`config.mk`:
```
export PLATFORM = sky130hd
export DESIGN_NAME = search_latency_pipe
export DESIGN_NICKNAME = d
export VERILOG_FILES = /design/src/rtl/rlat_pkg.sv /design/src/rtl/rlat_decode.sv /design/src/rtl/rlat_delay_line.sv /design/src/rtl/search_latency_pipe.sv
export SDC_FILE = /design/constraint.sdc
export NUM_CORES = 1
export LEC_CHECK = 0
export ABC_AREA = 0
export BUFFER_PORTS_ARGS = -buffer_cell sky130_fd_sc_hd__buf_2
export CAP_MARGIN = 30
export CELL_PAD_IN_SITES_DETAIL_PLACEMENT = 0
export CELL_PAD_IN_SITES_GLOBAL_PLACEMENT = 1
export CORE_MARGIN = 3
export CORE_UTILIZATION = 40
export DETAILED_ROUTE_END_ITERATION = 8
export GPL_ROUTABILITY_DRIVEN = 0
export PLACE_DENSITY_LB_ADDON = 0.1
export SLEW_MARGIN = 20
export SYNTH_ARGS = -nofsm -noshare
export SYNTH_HDL_FRONTEND = slang
export SYNTH_SLANG_ARGS = --single-unit
export TNS_END_PERCENT = 5
```
`constraint.sdc`:
```
create_clock -name clk -period 2.5 [get_ports clk]
set_clock_uncertainty 0.2 [all_clocks]
set_input_delay 0.125 -clock clk [delete_from_list [all_inputs] [get_ports clk]]
set_output_delay 0.125 -clock clk [all_outputs]
set_load 0.01 [all_outputs]
```
`src/rtl/rlat_pkg.sv`:
```
package rlat_pkg;
  typedef enum logic [1:0] {
    OP_SEARCH = 2'b00,
    OP_LEARN  = 2'b01,
    OP_RD     = 2'b10,
    OP_WR     = 2'b11
  } op_kind_e;
endpackage

```
`src/rtl/rlat_decode.sv`:
```
module rlat_decode #(
  parameter int BASE_LAT0 = 4,
  parameter int EXTRA_W   = 3,
  parameter int SEL_W     = 4
) (
  input  logic               clk,
  input  logic               rst_n,
  input  logic [1:0]         size_code,
  input  logic [EXTRA_W-1:0] extra_lat,
  output logic [SEL_W-1:0]   base_tap,
  output logic [SEL_W-1:0]   total_tap
);
  logic [1:0] step;

  // code 3 is reserved and folds onto the largest setting
  always_comb begin
    step = (size_code == 2'b11) ? 2'b10 : size_code;
    base_tap  = SEL_W'(BASE_LAT0) + SEL_W'(step);
    total_tap = base_tap + SEL_W'(extra_lat);
  end

  AST_BASE_WINDOW: assert property (@(posedge clk) disable iff (!rst_n)
    (base_tap >= SEL_W'(BASE_LAT0)) && (base_tap <= SEL_W'(BASE_LAT0 + 2)));
  AST_RESERVED_FOLD: assert property (@(posedge clk) disable iff (!rst_n)
    (size_code == 2'b11) |-> (base_tap == SEL_W'(BASE_LAT0 + 2)));
endmodule

```
`src/rtl/rlat_delay_line.sv`:
```
module rlat_delay_line #(
  parameter int WIDTH = 1,
  parameter int DEPTH = 13,
  parameter int SEL_W = 4
) (
  input  logic             clk,
  input  logic             rst_n,
  input  logic [WIDTH-1:0] din,
  input  logic [SEL_W-1:0] tap,
  output logic [WIDTH-1:0] dout
);
  logic [WIDTH-1:0] stg [DEPTH];
  logic [SEL_W-1:0] idx;
  logic [WIDTH-1:0] pick [DEPTH];

  always_ff @(posedge clk or negedge rst_n) begin
    if (!rst_n) begin
      for (int i = 0; i < DEPTH; i++) stg[i] <= '0;
    end else begin
      stg[0] <= din;
      for (int i = 1; i < DEPTH; i++) stg[i] <= stg[i-1];
    end
  end

  assign idx = tap - SEL_W'(1);

  // one-hot tap selection, ORed together
  for (genvar g = 0; g < DEPTH; g++) begin : g_tap
    assign pick[g] = (idx == SEL_W'(g)) ? stg[g] : '0;
  end

  always_comb begin
    dout = '0;
    for (int i = 0; i < DEPTH; i++) dout = dout | pick[i];
  end

  AST_TAP_IN_RANGE: assert property (@(posedge clk) disable iff (!rst_n)
    (tap >= SEL_W'(1)) && (tap <= SEL_W'(DEPTH)));
endmodule

```
`src/rtl/search_latency_pipe.sv`:
```
module search_latency_pipe #(
  parameter int BASE_LAT0 = 4,
  parameter int EXTRA_W   = 3
) (
  input  logic               clk,
  input  logic               rst_n,
  input  logic               op_valid,
  input  logic [1:0]         op_kind,
  input  logic               raw_hit,
  input  logic [1:0]         size_code,
  input  logic [EXTRA_W-1:0] extra_lat,
  output logic               srch_found,
  output logic               srch_valid,
  output logic               long_ack,
  output logic               short_ack
);
  import rlat_pkg::*;

  localparam int MAX_BASE  = BASE_LAT0 + 2;
  localparam int MAX_TOTAL = MAX_BASE + (2 ** EXTRA_W) - 1;
  localparam int SEL_W     = $clog2(MAX_TOTAL + 1);

  logic [SEL_W-1:0] base_tap, total_tap;
  logic             is_srch, is_rd, is_short;
  logic [2:0]       long_din, long_dout;
  logic [0:0]       short_din, short_dout;

  assign is_srch  = op_valid && (op_kind == OP_SEARCH);
  assign is_rd    = op_valid && (op_kind == OP_RD);
  assign is_short = op_valid && ((op_kind == OP_LEARN) || (op_kind == OP_WR));

  assign long_din  = {is_srch & raw_hit, is_srch, is_srch | is_rd};
  assign short_din = is_short;

  rlat_decode #(.BASE_LAT0(BASE_LAT0), .EXTRA_W(EXTRA_W), .SEL_W(SEL_W)) u_dec (
    .clk(clk), .rst_n(rst_n), .size_code(size_code), .extra_lat(extra_lat),
    .base_tap(base_tap), .total_tap(total_tap)
  );

  rlat_delay_line #(.WIDTH(3), .DEPTH(MAX_TOTAL), .SEL_W(SEL_W)) u_long (
    .clk(clk), .rst_n(rst_n), .din(long_din), .tap(total_tap), .dout(long_dout)
  );

  rlat_delay_line #(.WIDTH(1), .DEPTH(MAX_BASE), .SEL_W(SEL_W)) u_short (
    .clk(clk), .rst_n(rst_n), .din(short_din), .tap(base_tap), .dout(short_dout)
  );

  assign srch_found = long_dout[2];
  assign srch_valid = long_dout[1];
  assign long_ack   = long_dout[0];
  assign short_ack  = short_dout[0];

  // edges since reset, saturating; feeds the timing checks below
  logic [SEL_W-1:0] age;
  always_ff @(posedge clk or negedge rst_n) begin
    if (!rst_n) age <= '0;
    else if (age != SEL_W'(MAX_TOTAL)) age <= age + SEL_W'(1);
  end

  AST_QUIET_AFTER_RESET: assert property (@(posedge clk) disable iff (!rst_n)
    (age < SEL_W'(BASE_LAT0)) |-> !(srch_valid || long_ack || short_ack));
  AST_FOUND_NEEDS_VALID: assert property (@(posedge clk) disable iff (!rst_n)
    srch_found |-> srch_valid);
  AST_VALID_BRINGS_ACK: assert property (@(posedge clk) disable iff (!rst_n)
    srch_valid |-> long_ack);
  AST_SEARCH_MIN_LAT: assert property (@(posedge clk) disable iff (!rst_n)
    (size_code == 2'b00 && extra_lat == '0 && age >= SEL_W'(BASE_LAT0)) |->
      (srch_valid == $past(op_valid && op_kind == OP_SEARCH, 4)));
  AST_SHORT_MIN_LAT: assert property (@(posedge clk) disable iff (!rst_n)
    (size_code == 2'b00 && age >= SEL_W'(BASE_LAT0)) |->
      (short_ack == $past(op_valid && (op_kind == OP_LEARN || op_kind == OP_WR), 4)));
endmodule

```
==> results.yml <==
routing:
  drcViolationCount: 0
  via_per_inst: 4.96
  wl_per_cell_um: 14.9
  drt_iter0_markers: 79
  drt_wl_total_um: 3170
  firstDrtPassIters: 4
  antenna_left: 0
  vias: 1057
clocking:
  cts.sinks: 45
  cts_tree: "yes"
  path_clk_slew_ns: 0.08
  clock_latency_ns: 0.30
  cts-root-buf: "clkbuf_8"
  htree_levels: 2
  tritoncts.num_buffers: 5
  clock_path_buffers: 2
worst_setup_path:
  max_stage_delay_ns: 0.66
  worst-setup-path-type: "in2out"
  worstSetupEndpointType: "output pin"
  crit_chain: "buf_8 > inv_4 > ha_4 > inv_2 > ha_4 > fa_2 > buf_6 > buf_4 > inv_2 > a32o_1 > a211o_1 > buf_2"
  r2r_cells: 0
  cp_data_required_time_ns: 2.17
  r2r-end: "u_long.stg[12]"
  r2r-start: "u_long.stg[15]"
  critPathArrivalTime_ns: 2.26
  crit_path_start_kind: "input pin"
  critical-path-slowest-cell: "fa_2"
  critPathMaxFanout: 8
  rrSetupSlack_ns: 1.78
cells_and_area:
  nNetsFinal: 177
  fill_cells: 354
  final_util_pct: 53.2
  drive_above_1_share_pct: 32.5
  diodes: 0
  area_growth_syn_to_layout_pct: 26.9
power:
  seqPwrFrac_pct: 50.5
  p_sw_uw: 400
  p_leak_nw: 1.05
  powerDensity_nw_per_um2: 708
  power_mw: 1.53
  switching_share_pct: 26.2
  vdd_drop_max_v: 0.000369
  clockPowerShare_pct: 31.5
  p_comb_share_pct: 18.0
  p_int_mw: 1.13
floorplanning:
  core_area_sq_um: 4060
  die-area_sq_um: 5070
  pin_count: 15
  die_w_um: 71.2
  die_h_um: 71.2
  rows: 23
  start_util_pct: 41.9
grt:
  grt_pass1_wl_um: 5600
  grt_max_degree: 46
  grt-ovfl-total: 0
  grt_pass1_vias: 1150
  antenna_found_initial: 0
  grt_usage_pct: 14.9
placed_design:
  hpwl_um: 2170
  portBuffers: 14
  dp_slack_ns: -0.363
yosys:
  yosys.area.top_type: "dfrtp_1"
  avgSynthCellArea_sq_um: 13.6
  synth_nets: 140
  synth_edf_count: 0
  synth_area_leaders: "dfrtp_1 66%, mux2i_1 5.3%, ha_1 2.2%"
  syn_inst: 125
  yosysWarnings: 0
  synth_area_sq_um: 1700
  ys_types: 37
  synth_most_common_cell: "dfrtp_1"
  synth_top_cell_area_share_pct: 66.2
  synth_common_cells: "45 x dfrtp_1, 9 x mux2i_1, 8 x inv_1"
  ys_seq_elements: 45
  async_flop_share_pct: 100
  seq_area_frac_synth_pct: 66.2
  synth_flop_cell: "dfrtp_1"
outcome:
  outcome: "complete, but fails checks"
  violations: "negative setup slack"
sta:
  finalSetupViolations: 3
  clock.fmax_mhz: 387
  slew_headroom_pct: 73.8
  rsz0062_at_grt: "yes"
  hold_viol: 0
  maxSlewViolCount: 0
  finalCritPeriodShare_pct: 103
  period_needed_ns: 2.59
  fin_ws_ns: -0.0856
  worst_slew_pin_slew_ns: 0.394
hold_path:
  hold_path_class: "in2async"
flow_run:
  max-cap-violations: 0
## stage by stage
step	setup TNS (ns)	instance area, sq um	std cells	hold WS, ns
final	-0.183	2160	213	0.0717
after global routing	-0.512	2160	213	0.0982
after CTS	-0.249	2130	212	0.155
after detailed placement	-0.908	1890	196	0.104
after global placement	-0.785	1890	196	0.104
after floorplan	0	1700	125	-0.371
## kinds of logic (layout without fill, tap and decap cells)
kind of cell / Yosys count / count (layout) / synth area share, %
buf+inv: 16 / 54 / 5.30
fa+ha+maj: 4 / 4 / 3.39
flops: 45 / 45 / 66.2
simple gates: 25 / 25 / 8.24
mux: 10 / 10 / 5.96
compound gates: 25 / 25 / 10.9
## timing repair
action                                  4_1_cts  5_1_grt
gates resized for setup                      21        2
endpoints found under the hold margin        49        0
buffers inserted                              2        0
pin swaps                                    10        4
endpoints found under the setup margin        3        3
hold buffers                                  6        0
## worst max-delay path, delay by kind of cell
family                     cells  cell delay, ns
adders and majority gates      3            1.04
AOI/OAI and AO/OA              2            0.52
buffers and inverters          7            0.58
## placed cells by master, fill, tap and decap left out, types with 2 or more instances in the layout
cell type | synthesis | final
buf_2 | 3 | 12
buf_4 | 3 | 15
o21ai_1 | 3 | 5
inv_1 | 8 | 3
a22o_1 | 2 | 2
nor2b_1 | 6 | 5
clkbuf_8 | 0 | 6
ha_4 | 0 | 2
and2_1 | 2 | 2
inv_2 | 0 | 4
dfrtp_1 | 45 | 45
nand2_1 | 5 | 4
dlygate4sd3_1 | 0 | 6
o21ai_0 | 4 | 2
nand3_1 | 5 | 5
mux2i_1 | 9 | 9
nand4_1 | 2 | 2
buf_6 | 2 | 3
a2bb2oi_1 | 2 | 2
## per-layer routing
layer	GRT usage, %	wire length, um	share of wire [%]
met3	4.26	110	3.5
met2	21.8	1470	46
met4	9.39	86	2.7
met1	19.3	1510	48
met5	0	0	0
## worst max path at each step
stage / startpoint / endpoint / slack (ns) / cells after the start
2_1_floorplan: size_code[1] / srch_found / 0.09 / 10
6_report: size_code[1] / srch_found / -0.09 / 12
5_1_grt: size_code[1] / srch_found / -0.18 / 12
3_3_place_gp: size_code[1] / srch_found / -0.32 / 11
3_5_place_dp: size_code[1] / srch_found / -0.36 / 11
4_1_cts: size_code[1] / srch_found / -0.12 / 12
## power by group through the flow
stage	registers (mW)	clock network, mW	logic (mW)
finish	0.771	0.481	0.274
detailed placement	0.786	0	0.223
CTS	0.772	0.498	0.270
global route	0.775	0.531	0.302
global placement	0.785	0	0.221
floorplan	0.780	0	0.137
## layout make-up
class / instances / area [sq um] / share of cell area [%]
clock buffer: 6 / 82.6 / 3.83
clock inverter: 2 / 17.5 / 0.812
inverter: 8 / 32.5 / 1.51
multi-input combinational: 64 / 534 / 24.8
sequential: 45 / 1130 / 52.2
tap: 50 / 62.6 / 2.90
timing repair buffer: 38 / 302 / 14.0
## flip-flops by register name (all words and copies together) (netlist names)
| signal | flops |
|---|---|
| u_long.stg | 39 |
| u_short.stg | 6 |
Power figures use the tool's default switching activity.
